<file path="config.mk">
export PLATFORM = sky130hd
export DESIGN_NAME = mt_issue_top
export DESIGN_NICKNAME = d
export VERILOG_FILES = /design/src/rtl/mt_issue_pkg.sv /design/src/rtl/mt_thr_ctx.sv /design/src/rtl/mt_rr_pick.sv /design/src/rtl/mt_issue_top.sv
export SDC_FILE = /design/constraint.sdc
export NUM_CORES = 1
export LEC_CHECK = 0
export ABC_AREA = 1
export ABC_CLOCK_PERIOD_IN_PS = 5700
export CAP_MARGIN = 10
export CORE_MARGIN = 2
export CORE_UTILIZATION = 28
export DETAILED_ROUTE_END_ITERATION = 6
export SYNTH_ARGS = -nofsm -noshare
export SYNTH_HDL_FRONTEND = slang
export SYNTH_SLANG_ARGS = --single-unit
</file>
<file path="constraint.sdc">
create_clock -name clk -period 5.7 [get_ports clk]
set_clock_uncertainty 0.05 [all_clocks]
set_input_delay 1.425 -clock clk [delete_from_list [all_inputs] [get_ports clk]]
set_output_delay 1.425 -clock clk [all_outputs]
set_load 0.01 [all_outputs]
</file>
<file path="src/rtl/mt_issue_pkg.sv">
package mt_issue_pkg;

    // Instruction class codes carried per thread.
    typedef enum logic [1:0] {
        IC_SCALAR = 2'b00,
        IC_BCAST  = 2'b01,
        IC_REDUCE = 2'b10,
        IC_RSVD   = 2'b11
    } icls_e;

    // Per-thread issue permission state.
    typedef enum logic {
        TS_FREE = 1'b0,
        TS_HELD = 1'b1
    } tstate_e;

endpackage

</file>
<file path="src/rtl/mt_thr_ctx.sv">
module mt_thr_ctx
    import mt_issue_pkg::*;
#(
    parameter int TID_W  = 4,
    parameter int THR_ID = 0
) (
    input  logic             clk,
    input  logic             rst_n,
    input  logic             inst_vld,
    input  logic [1:0]       inst_cls,
    input  logic             granted,
    input  logic             done_pls,
    input  logic [TID_W-1:0] done_tid,
    output logic             ready,
    output logic             held
);

    localparam logic [TID_W-1:0] MY_TID = TID_W'(THR_ID);

    tstate_e st_q, st_d;
    logic    done_hit;
    logic    take_red;

    assign done_hit = done_pls && (done_tid == MY_TID);
    assign take_red = granted && (icls_e'(inst_cls) == IC_REDUCE);

    // Next-state: ISSUE_REDUCE and RESUME transitions.
    always_comb begin
        st_d = st_q;
        unique case (st_q)
            TS_FREE: if (take_red) st_d = TS_HELD;
            TS_HELD: if (done_hit) st_d = TS_FREE;
            default: st_d = TS_FREE;
        endcase
    end

    always_ff @(posedge clk) begin
        if (!rst_n) st_q <= TS_FREE;
        else        st_q <= st_d;
    end

    // Outputs.
    always_comb begin
        ready = 1'b0;
        held  = 1'b0;
        unique case (st_q)
            TS_FREE: ready = inst_vld && (icls_e'(inst_cls) != IC_RSVD);
            TS_HELD: held  = 1'b1;
            default: ready = 1'b0;
        endcase
    end

    // a granted reduction puts the thread on hold.
    a_r5_reduce_holds: assert property (@(posedge clk) disable iff (!rst_n)
        take_red |=> (st_q == TS_HELD));

    // a completion addressed to a held thread frees it.
    a_r6_resume: assert property (@(posedge clk) disable iff (!rst_n)
        (st_q == TS_HELD && done_hit) |=> (st_q == TS_FREE));

    // a held thread is never granted.
    a_r5_no_grant_held: assert property (@(posedge clk) disable iff (!rst_n)
        (st_q == TS_HELD) |-> !granted);

endmodule

</file>
<file path="src/rtl/mt_rr_pick.sv">
module mt_rr_pick #(
    parameter int NUM_THR = 16,
    parameter int TID_W   = 4
) (
    input  logic [NUM_THR-1:0] req,
    input  logic [TID_W-1:0]   start,
    output logic               gnt_vld,
    output logic [TID_W-1:0]   gnt_tid
);

    // Scan from start upward with wrap; the lowest offset wins because it is written last.
    always_comb begin
        int j;
        gnt_vld = 1'b0;
        gnt_tid = '0;
        for (int i = NUM_THR - 1; i >= 0; i--) begin
            j = int'(start) + i;
            if (j >= NUM_THR) j = j - NUM_THR;
            if (req[j]) begin
                gnt_vld = 1'b1;
                gnt_tid = TID_W'(j);
            end
        end
    end

endmodule

</file>
<file path="src/rtl/mt_issue_top.sv">
module mt_issue_top
    import mt_issue_pkg::*;
#(
    parameter int NUM_THR = 16,
    parameter int TID_W   = $clog2(NUM_THR)
) (
    input  logic                 clk,
    input  logic                 rst_n,
    input  logic [NUM_THR-1:0]   thr_inst_vld,
    input  logic [2*NUM_THR-1:0] thr_inst_cls,
    input  logic                 red_done,
    input  logic [TID_W-1:0]     red_done_tid,
    output logic                 iss_vld,
    output logic [TID_W-1:0]     iss_tid,
    output logic [1:0]           iss_cls,
    output logic                 scl_vld,
    output logic                 bcst_vld,
    output logic                 red_vld
);

    localparam logic [TID_W-1:0] LAST_TID = TID_W'(NUM_THR - 1);

    logic [NUM_THR-1:0] rdy_vec;
    logic [NUM_THR-1:0] held_vec;
    logic               gnt_vld;
    logic [TID_W-1:0]   gnt_tid;
    logic [TID_W-1:0]   start_q;
    logic [1:0]         gnt_cls;

    // Per-thread contexts.
    for (genvar t = 0; t < NUM_THR; t++) begin : g_thr
        mt_thr_ctx #(
            .TID_W (TID_W),
            .THR_ID(t)
        ) ctx_i (
            .clk     (clk),
            .rst_n   (rst_n),
            .inst_vld(thr_inst_vld[t]),
            .inst_cls(thr_inst_cls[2*t +: 2]),
            .granted (gnt_vld && (gnt_tid == TID_W'(t))),
            .done_pls(red_done),
            .done_tid(red_done_tid),
            .ready   (rdy_vec[t]),
            .held    (held_vec[t])
        );
    end

    mt_rr_pick #(
        .NUM_THR(NUM_THR),
        .TID_W  (TID_W)
    ) pick_i (
        .req    (rdy_vec),
        .start  (start_q),
        .gnt_vld(gnt_vld),
        .gnt_tid(gnt_tid)
    );

    assign gnt_cls = thr_inst_cls[2*gnt_tid +: 2];

    // Issue register and round-robin pointer.
    always_ff @(posedge clk) begin
        if (!rst_n) begin
            start_q <= '0;
            iss_vld <= 1'b0;
            iss_tid <= '0;
            iss_cls <= IC_SCALAR;
        end else begin
            iss_vld <= gnt_vld;
            if (gnt_vld) begin
                iss_tid <= gnt_tid;
                iss_cls <= gnt_cls;
                start_q <= (gnt_tid == LAST_TID) ? '0 : gnt_tid + 1'b1;
            end
        end
    end

    // Path strobes.
    always_comb begin
        scl_vld  = 1'b0;
        bcst_vld = 1'b0;
        red_vld  = 1'b0;
        if (iss_vld) begin
            unique case (icls_e'(iss_cls))
                IC_SCALAR: scl_vld  = 1'b1;
                IC_BCAST:  bcst_vld = 1'b1;
                IC_REDUCE: red_vld  = 1'b1;
                default:   scl_vld  = 1'b0;
            endcase
        end
    end

    // an issued thread was eligible at the edge that chose it.
    a_r2_from_ready: assert property (@(posedge clk) disable iff (!rst_n)
        iss_vld |-> ((($past(rdy_vec)) >> iss_tid) & NUM_THR'(1)) != '0);

    // exactly one path strobe per issued instruction.
    a_r4_one_path: assert property (@(posedge clk) disable iff (!rst_n)
        $onehot0({scl_vld, bcst_vld, red_vld}) && ((scl_vld | bcst_vld | red_vld) == iss_vld));

    // the thread behind a reduction strobe is already held.
    a_r5_red_thread_held: assert property (@(posedge clk) disable iff (!rst_n)
        red_vld |-> held_vec[iss_tid]);

    // no back-to-back issue from a thread that just sent a reduction.
    a_r5_no_repeat: assert property (@(posedge clk) disable iff (!rst_n)
        red_vld |=> !(iss_vld && iss_tid == $past(iss_tid)));

    // reserved code never reaches the outputs.
    a_r9_no_rsvd: assert property (@(posedge clk) disable iff (!rst_n)
        iss_vld |-> (icls_e'(iss_cls) != IC_RSVD));

    // pointer holds across a bubble.
    a_r8_ptr_hold: assert property (@(posedge clk) disable iff (!rst_n)
        !gnt_vld |=> $stable(start_q));

endmodule

</file>
* After elaboration in Yosys (flattened, before gate mapping)
Index checks and enable logic that the tools add are counted.
** Operators by class
- Bitwise operators :: 16
- Multiplexer cells :: 167
- Add/sub/neg operators :: 32
- Shift-type cells :: 1
- Eq/ne operators :: 64
- Order comparisons :: 32
- Reduce and logical (&&, ||, !) cells :: 67
** Operators with widths (count)
- $lt 32x6->1 const B :: 16
- $mux 32 :: 16
- $ge 32x6->1 const B :: 15
- $sub 32x6->32 const B :: 15
- $mux 1 :: 102
- $mux 4 :: 17
- $bmux 1 s4 :: 16
- $eq 4x4->1 const B :: 16
- $logic_and 1x1->1 :: 64
- $add 4x4->5 const B :: 8
- $eq 2x2->1 const B :: 17
- $eq 4x3->1 const B :: 8
- $ne 2x2->1 const B :: 16
- $pmux 1 s2 :: 16
- $shiftx 32x6->2 :: 1
- $add 4x3->5 const B :: 4
- $eq 4x2->1 const B :: 4
- $not 1->1 :: 16
- $add 4x2->5 const B :: 2
- $eq 4x1->1 const B :: 2
- $logic_not 4->1 :: 2
- $sub 4x5->6 const B :: 1
- $add 4x1->5 const B :: 1
- $ge 4x5->1 const B :: 1
- 3 further kinds :: 3
** Word-level totals
- Register bits :: 27

* Longest topological paths before layout
Gate-level depths: netlist (run 1).
- Depth in word-level cells :: 27
- Gate-level depth with buffers :: 35
- Mapped depth without buffers :: 32

* Modules after synthesis
From an unflattened synthesis (run 1), not the netlist that was laid out.
** Unflattened totals
- Cells, all modules :: 805
- Area total of the unflattened synthesis :: 4077.7 um2
** By module, submodules not included
- mt_rr_pick :: cells an instance 364, seq. area each 0.0 um2, instances 1, area an instance 1784.2 um2
- mt_issue_top :: cells an instance 181, seq. area each 220.2 um2, instances 1, area an instance 1011.0 um2
- mt_thr_ctx at g_thr[10].ctx_i ... :: cells an instance 17, seq. area each 20.0 um2, instances 7, area an instance 82.6 um2
- mt_thr_ctx at g_thr[11].ctx_i ... :: cells an instance 16, seq. area each 20.0 um2, instances 6, area an instance 78.8 um2
- mt_thr_ctx at g_thr[1].ctx_i ... :: cells an instance 16, seq. area each 20.0 um2, instances 2, area an instance 81.3 um2
- mt_thr_ctx at g_thr[0].ctx_i :: cells an instance 13, seq. area each 20.0 um2, instances 1, area an instance 68.8 um2

* Least setup slack after synthesis (run 1)
Ideal clock, no wire load.
- Path kind :: input to register
- Start :: input port thr_inst_cls[10]
- End :: register start_q[3]
- Path buffers :: 1
- Cell stages on the path :: 29
- Data arrival time :: 3426 ps
- Setup slack :: 2115 ps
- Setup time :: 109 ps
- Cell sequence :: nand2_1 > nand4_1 > nand3_1 > nand2_1 > nand2_1 > nand3_2 > nand2_2 > inv_2 > a21oi_2 > nand2_1 > nand2_1 > nand2_1 > nand2_1 > nand2_1 > nand2_1 > nand2_1 > nand2_1 > nand2_1 > nand2_1 > nand2_2 > nand2_4 > nand2_2 > buf_6 > nor2_8 > inv_2 > o21bai_1 > nand3b_1 > nand2_1 > inv_1
** Between the ends
- Cells in the longest elaborated chain, start to end :: 24
** Ends and longest elaborated chain
- from (decl) :: line mt_issue_top.sv:10 : input logic [2*NUM_THR-1:0] thr_inst_cls,
- $ne 2x2->1 * :: line mt_thr_ctx.sv:47 : TS_FREE: ready = inst_vld && (icls_e'(inst_cls) != IC_RSVD);
- $logic_and 1x1->1 * :: line mt_thr_ctx.sv:47
- $mux 1 * :: line mt_thr_ctx.sv:46 : unique case (st_q)
- $bmux 1 s4 :: line mt_rr_pick.sv:19 : if (req[j]) begin
- $mux 1 (implied by the code) (2 in series) :: line mt_rr_pick.sv:19
- $mux 4 (16 in series) :: line mt_rr_pick.sv:19
- $add 4x1->4 or $eq 4x4->1 (tied branches) :: line mt_issue_top.sv:72 : start_q <= (gnt_tid == LAST_TID) ? '0 : gnt_tid + 1'b1;
- $mux 4 :: line mt_issue_top.sv:72
- to (signal assigned) :: line mt_issue_top.sv:72
- to (decl) :: line mt_issue_top.sv:27 : logic [TID_W-1:0] start_q;
Every way passes the cells marked *; elsewhere a longest branch is shown, timed or not. The select of a mux whose other input is x is not followed.
A chain may end at the register's enable or synchronous reset.

* Worst setup path in the final report (run 1)
- Start :: input port thr_inst_cls[3]
- End :: register iss_cls[0]
** Between the ends
- Cells in the longest elaborated chain, start to end :: 23
** Ends and longest elaborated chain
- $ne 2x2->1 * :: line mt_thr_ctx.sv:47
- $logic_and 1x1->1 * :: line mt_thr_ctx.sv:47
- $mux 1 * :: line mt_thr_ctx.sv:46
- $bmux 1 s4 :: line mt_rr_pick.sv:19
- $mux 1 (implied by the code) (2 in series) :: line mt_rr_pick.sv:19
- $mux 4 (16 in series) :: line mt_rr_pick.sv:19
- $shiftx 32x6->2 :: line mt_issue_top.sv:58 : assign gnt_cls = thr_inst_cls[2*gnt_tid +: 2];
- to (signal assigned) :: line mt_issue_top.sv:71 : iss_cls <= gnt_cls;
- to (decl) :: line mt_issue_top.sv:15 : output logic [1:0] iss_cls,
Marks and branches as above.

==> results.sh, run 1 <==
export IMPL_path_clk_slew_ns=0.07
export IMPL_die_ar_um2=13500
export IMPL_syn_instance_count=647
export IMPL_vias=4482
export IMPL_post_synthesis_share_of_cell_area_spent_on_xor_and_xnor_gates_pct=2.13
export IMPL_ctsResizeCount=0
export IMPL_setup_violations_final=0
export IMPL_report_final_hold_viol_count=0
export IMPL_synthDominantCellAreaShare_pct=24.2
export IMPL_dieWidth_um=116
export IMPL_setup_tns_final_ns=0
export IMPL_grt_antenna_before_repair=0
export IMPL_finalNetCount=765
export IMPL_grtUsageTotal_pct=20.0
export IMPL_cts_tree="built"
export IMPL_drt_iter0_markers=310
export IMPL_commonest_cells_post_synth="228 x sky130_fd_sc_hd__nand2_1, 88 x sky130_fd_sc_hd__nand3_1, 70 x sky130_fd_sc_hd__inv_1"
export IMPL_area_growth_synth_to_final_pct=23.8
export IMPL_synth_flop_cell="sky130_fd_sc_hd__dfxtp_1"
export IMPL_finalWirelength_mm=13.1
export IMPL_ctsLongestPathBuffers=2
export IMPL_cts_hold_buf=0
export IMPL_core_region_area_um2=12500
export IMPL_syn_mean_instance_area_um2=5.46
export IMPL_critPathMaxStageDelay_ns=0.56
export IMPL_synth_top_family_by_area="simple AND/OR/NAND/NOR gates"
export IMPL_arrival_ns=4.77
export IMPL_flip_flop_and_latch_count_after_synthesis=27
export IMPL_postCtsSetupBuffers=0
export IMPL_multiplexer_share_of_the_synthesized_area_pct=0
export IMPL_dp_final_hpwl_mm=10.5
export IMPL_worst_path_max_fanout=20
export IMPL_synthMostInstantiatedCell="sky130_fd_sc_hd__nand2_1"
export IMPL_die_height_um=116
export IMPL_row_count=41
export IMPL_synthDistinctLibCells=39
export IMPL_yosys_area_share_adder_pct=2.48
export IMPL_synth_compound_area_share_pct=12.4
export IMPL_critical_path_most_common_cell="sky130_fd_sc_hd__nand2_1"
export IMPL_timing_critical_path_from_type="input pin"
export IMPL_worstSetupEndpointType="flop"
export IMPL_first_pass_iters=5
export IMPL_antenna_cells=0
export IMPL_warnings_synthesis=0
export IMPL_synthesis_area_um2=3530
export IMPL_maximum_number_of_pins_on_one_net_before_global_route_repair=25
export IMPL_numPortBuffers=64
export IMPL_fmaxAchievable_mhz=215
export IMPL_synth_simple_area_share_pct=55.1
export IMPL_syn_nets=709
export IMPL_finalWeightedCongestion=0.949
export IMPL_ant_nets=0
export IMPL_worstHoldPathType="flop to flop"
export IMPL_clock_root_buffer_master="sky130_fd_sc_hd__clkbuf_16"
export IMPL_grt_pass1_vias=4325
export IMPL_via_density_per_instance=5.13
export IMPL_nFillCells=1380
export IMPL_clock_latency_ns=0.26
export IMPL_grt_overflow_total=0
export IMPL_synth_area_leader_cell="sky130_fd_sc_hd__nand2_1"
export IMPL_clock_sink_count=27
export IMPL_timing_worst_slew_pin_value_ns=0.727
export IMPL_timing_final_crit_period_ns=4.66
export IMPL_final_max_slew_violation_count=0
export IMPL_htree_num_levels=1
export IMPL_cp_data_required_time_ns=5.81
export IMPL_rsz0062_at_grt="no"
export IMPL_synthTopCellsByArea="sky130_fd_sc_hd__nand2_1 24%, sky130_fd_sc_hd__dfxtp_1 15%, sky130_fd_sc_hd__nand3_1 12%, sky130_fd_sc_hd__nand4_1 7.8%, sky130_fd_sc_hd__inv_1 7.4%"
export IMPL_final_layout_size_suffix_gt1_share_pct=7.41
export IMPL_number_of_cts_inserted_buffers=3
export IMPL_maxSlewHeadroom_pct=51.5
export IMPL_fin_crit_sh_pct=81.8
export IMPL_timing_critical_path_slowest_stage_cell="sky130_fd_sc_hd__clkdlybuf4s50_1"
export IMPL_synth_sequential_area_ratio_pct=15.3
export IMPL_synth_edff_count=0
export IMPL_drc=0
export IMPL_first_pass_grt_wire_length_mm=21.6
export IMPL_wl_per_cell_um=15.0
export IMPL_timing_worst_setup_path_type="input pin to flop"
export IMPL_max_cap_viol_count=0
export IMPL_top_level_i_o_count=65
export IMPL_status="complete, no violations"
export IMPL_initial_core_utilization_pct=28.3
export IMPL_asyncSetResetFlopFracSynth_pct=0
per-stage QoR:
stage / utilization [%] / hold slack (ns) / worst slack, ns / instances / area [um^2]
2_1_floorplan: - / 0.394 / 2.12 / 647 / 3530
3_3_place_gp: 34.4 / 0.411 / 0.829 / 870 / 4290
3_5_place_dp: 34.4 / 0.410 / 0.811 / 870 / 4290
4_1_cts: 35.1 / 0.424 / 1.10 / 874 / 4370
5_1_grt: 35.1 / 0.441 / 0.607 / 874 / 4370
6_report: 35.1 / 0.419 / 1.04 / 874 / 4370
routing by layer:
layer	vias to the layer above	part of all wire [%]	global-route usage (%)	wire length (um)
li1	2243	-	-	-
met1	1993	45	27.0	5890
met2	208	45	33.4	5900
met3	38	6.9	2.13	910
met4	0	3.2	6.75	425
met5	-	0	0	0
kinds of logic after synthesis:
| logic type | after synthesis |
|---|---|
| flip-flops | 27 |
| AND/OR/NAND/NOR | 427 |
| AO/OA/AOI/OAI | 79 |
| adder cells (fa/ha/maj) | 7 |
| XOR/XNOR | 6 |
| buffers and inverters | 101 |
area by class of cell:
type	count	area, um^2	share of cell area (%)
Clock buffer	4	78.8	1.80
Inverter	83	312	7.13
Multi-Input combinational cell	519	2550	58.3
Sequential cell	27	541	12.4
Tap cell	172	215	4.92
Timing Repair Buffer	69	678	15.5
path summary, 6_finish.rpt:
check	from	endpoint	slack [ns]	cells after the start
worst max register to register	start_q[0]	iss_cls[0]	1.55	30
worst min-delay path	iss_tid[3]	iss_tid[3]	0.42	2
worst max-delay path	thr_inst_cls[3]	iss_cls[0]	1.04	32
worst min register to register	iss_tid[3]	iss_tid[3]	0.42	2
state kept, by name, summed over array words and instances, names as in the netlist:
register / flops
start_q: 4
iss_cls: 2
iss_vld: 1
g_thr.ctx_i.st_q: 16
iss_tid: 4
cells in the final DEF (no fill, tap or decap), drive strengths merged, types with 7 or more instances in the layout:
cell type / count
nand4: 44
o21ai: 18
nand3: 93
a21oi: 51
clkdlybuf4s50: 64
nand2: 240
inv: 82
ha: 7
nor2: 44
dfxtp: 27
worst max-delay path: cells and delay by family:
family / cells / cell delay [ns]
AOI/OAI and AO/OA: 1 / 0.15
and+or+nand+nor: 29 / 2.59
buffers and inverters: 2 / 0.60
Power of run 1 is not shown: default switching activity piles up to over one toggle a cycle in this logic, so the estimate is an artifact.
==> run 2: changes to the inputs <==
--- a/config.mk
+++ b/config.mk
@@ -6,7 +6,7 @@
 export NUM_CORES = 1
 export LEC_CHECK = 0
 export ABC_AREA = 1
-export ABC_CLOCK_PERIOD_IN_PS = 5700
+export ABC_CLOCK_PERIOD_IN_PS = 4250
 export CAP_MARGIN = 10
 export CORE_MARGIN = 2
 export CORE_UTILIZATION = 28
==> constraint.sdc (replaced) <==
create_clock -name clk -period 4.25 [get_ports clk]
set_clock_uncertainty 0.05 [all_clocks]
set_input_delay 1.0625 -clock clk [delete_from_list [all_inputs] [get_ports clk]]
set_output_delay 1.0625 -clock clk [all_outputs]
set_load 0.01 [all_outputs]
==> results.sh, run 2 (synthesis results as in run 1) <==
export IMPL_worstSetupEndpointType="flop"
export IMPL_ctsLongestPathBuffers=2
export IMPL_layout_cells_most_common="sky130_fd_sc_hd__nand2_1"
export IMPL_seq_area_um2=541
export IMPL_numPortBuffers=64
export IMPL_vias=4426
export IMPL_grt_overflow_total=0
export IMPL_critical_path_most_common_cell="sky130_fd_sc_hd__nand2_1"
export IMPL_reg2reg_launch_point="start_q[0]"
export IMPL_largest_register_ffs=16
export IMPL_core_region_area_um2=12500
export IMPL_timing_critical_path_from_type="input pin"
export IMPL_timing_worst_slew_pin_value_ns=0.713
export IMPL_routed_wl_met2_mm=6.26
export IMPL_initial_core_utilization_pct=28.3
export IMPL_registers_top_by_ff_count="g_thr.ctx_i.st_q"
export IMPL_kind_of_cell_adding_the_most_delay_to_the_critical_path="simple AND/OR/NAND/NOR gates"
export IMPL_cp_data_required_time_ns=4.38
export IMPL_row_count=41
export IMPL_timing_critical_path_slowest_stage_cell="sky130_fd_sc_hd__clkdlybuf4s50_1"
export IMPL_nFillCells=1372
export IMPL_critPathMaxStageDelay_ns=0.55
export IMPL_area_growth_synth_to_final_pct=29.8
export IMPL_dp_final_hpwl_mm=10.7
export IMPL_first_pass_iters=5
export IMPL_ant_nets=0
export IMPL_max_cap_viol_count=0
export IMPL_wl_met1_mm=5.68
export IMPL_worstHoldPathType="flop to flop"
export IMPL_holdCritStartpoint="iss_tid[2]"
export IMPL_crit_buf_inv=4
export IMPL_htree_num_levels=1
export IMPL_wl_per_cell_um=14.7
export IMPL_timing_final_crit_period_ns=3.93
export IMPL_grt_pass1_vias=4184
export IMPL_drt_iter0_markers=261
export IMPL_final_max_slew_violation_count=0
export IMPL_setup_violations_final=0
export IMPL_maxSlewHeadroom_pct=52.4
export IMPL_finalWeightedCongestion=0.951
export IMPL_postCtsSetupBuffers=0
export IMPL_met3WireLength_um=877
export IMPL_routed_top_layer="met4"
export IMPL_top_level_i_o_count=65
export IMPL_drc=0
export IMPL_finalNetCount=786
export IMPL_timing_worst_setup_path_type="input pin to flop"
export IMPL_most_frequent_cells_in_the_layout="225 x sky130_fd_sc_hd__nand2_1, 88 x sky130_fd_sc_hd__nand3_1, 70 x sky130_fd_sc_hd__inv_1, 64 x sky130_fd_sc_hd__clkdlybuf4s50_1, 49 x sky130_fd_sc_hd__a21oi_1"
export IMPL_grt_antenna_before_repair=0
export IMPL_cts_tree="built"
export IMPL_maximum_number_of_pins_on_one_net_before_global_route_repair=24
export IMPL_dieWidth_um=116
export IMPL_clock_root_buffer_master="sky130_fd_sc_hd__clkbuf_16"
export IMPL_via_density_per_instance=4.95
export IMPL_die_ar_um2=13500
export IMPL_fin_util_pct=36.8
export IMPL_finalWirelength_mm=13.1
export IMPL_fmaxAchievable_mhz=254
export IMPL_first_pass_grt_wire_length_mm=21.3
export IMPL_fin_crit_sh_pct=92.5
export IMPL_status="complete, no violations"
export IMPL_clock_sink_count=27
export IMPL_report_final_hold_viol_count=0
export IMPL_biggestRegsByFlops="g_thr.ctx_i.st_q (16), iss_tid (4), start_q (4)"
export IMPL_number_of_cts_inserted_buffers=3
export IMPL_worst_path_max_fanout=20
export IMPL_die_height_um=116
export IMPL_antenna_cells=0
export IMPL_rsz0062_at_grt="yes"
export IMPL_path_clk_slew_ns=0.06
export IMPL_grtUsageTotal_pct=20.0
export IMPL_multiInputGateArea_um2=2580
export IMPL_clock_latency_ns=0.26
export IMPL_setup_worst_path_start="thr_inst_cls[25]"
export IMPL_final_layout_size_suffix_gt1_share_pct=10.5
export IMPL_arrival_ns=4.06
## run 2: changes by cell type in the layout (fill, tap and decap cells not counted), sizes merged
| cell | previous run | this run |
|---|---|---|
| buf | 5 | 26 |
## run 2: final cells by class
cell class / count / share of cell area, %
Timing Repair Buffer: 90 / 18.8
Sequential cell: 27 / 11.8
Tap cell: 172 / 4.69
Inverter: 83 / 6.80
Multi-Input combinational cell: 519 / 56.2
Clock buffer: 4 / 1.72
## run 2: path summary, 6_finish.rpt
path         cells after the start             endpoint  slack, ns
min                              2           iss_tid[2]       0.42
max                             30  g_thr[7].ctx_i.st_q       0.32
max reg2reg                     30  g_thr[7].ctx_i.st_q       0.80
min reg2reg                      2           iss_tid[2]       0.42
## run 2: stage by stage
step / TNS (ns) / hold slack [ns] / cell area [um^2] / worst slack [ns] / cells
floorplan: 0 / 0.394 / 3530 / 0.935 / 647
global placement: 0 / 0.412 / 4480 / 0.0568 / 891
detailed placement: 0 / 0.409 / 4480 / 0.0693 / 891
CTS: 0 / 0.419 / 4550 / 0.320 / 895
global route: -0.0351 / 0.441 / 4580 / -0.0176 / 895
finish: 0 / 0.415 / 4580 / 0.320 / 895
## run 2: worst register-to-register path, delay by kind of cell (launching register included)
family | cells | cell delay [ns]
AND/OR/NAND/NOR | 22 | 1.78
flip-flops | 1 | 0.34
AO/OA/AOI/OAI | 2 | 0.26
adder cells (fa/ha/maj) | 1 | 0.29
buffers and inverters | 5 | 0.66
## run 2: repair_timing
item,4_1_cts,5_1_grt
setup endpoints to repair,0,10
resized for setup,0,7
hold buffers,0,0
endpoints found under the hold margin,0,0
## run 2: per-layer routing
| metal | vias to the layer above | track usage (%) |
|---|---|---|
| met5 | - | 0 |
| met2 | 175 | 35.1 |
| met4 | 0 | 5.71 |
| li1 | 2285 | - |
| met3 | 23 | 1.92 |
| met1 | 1943 | 26.0 |
Power of run 2 is left out for the same reason.
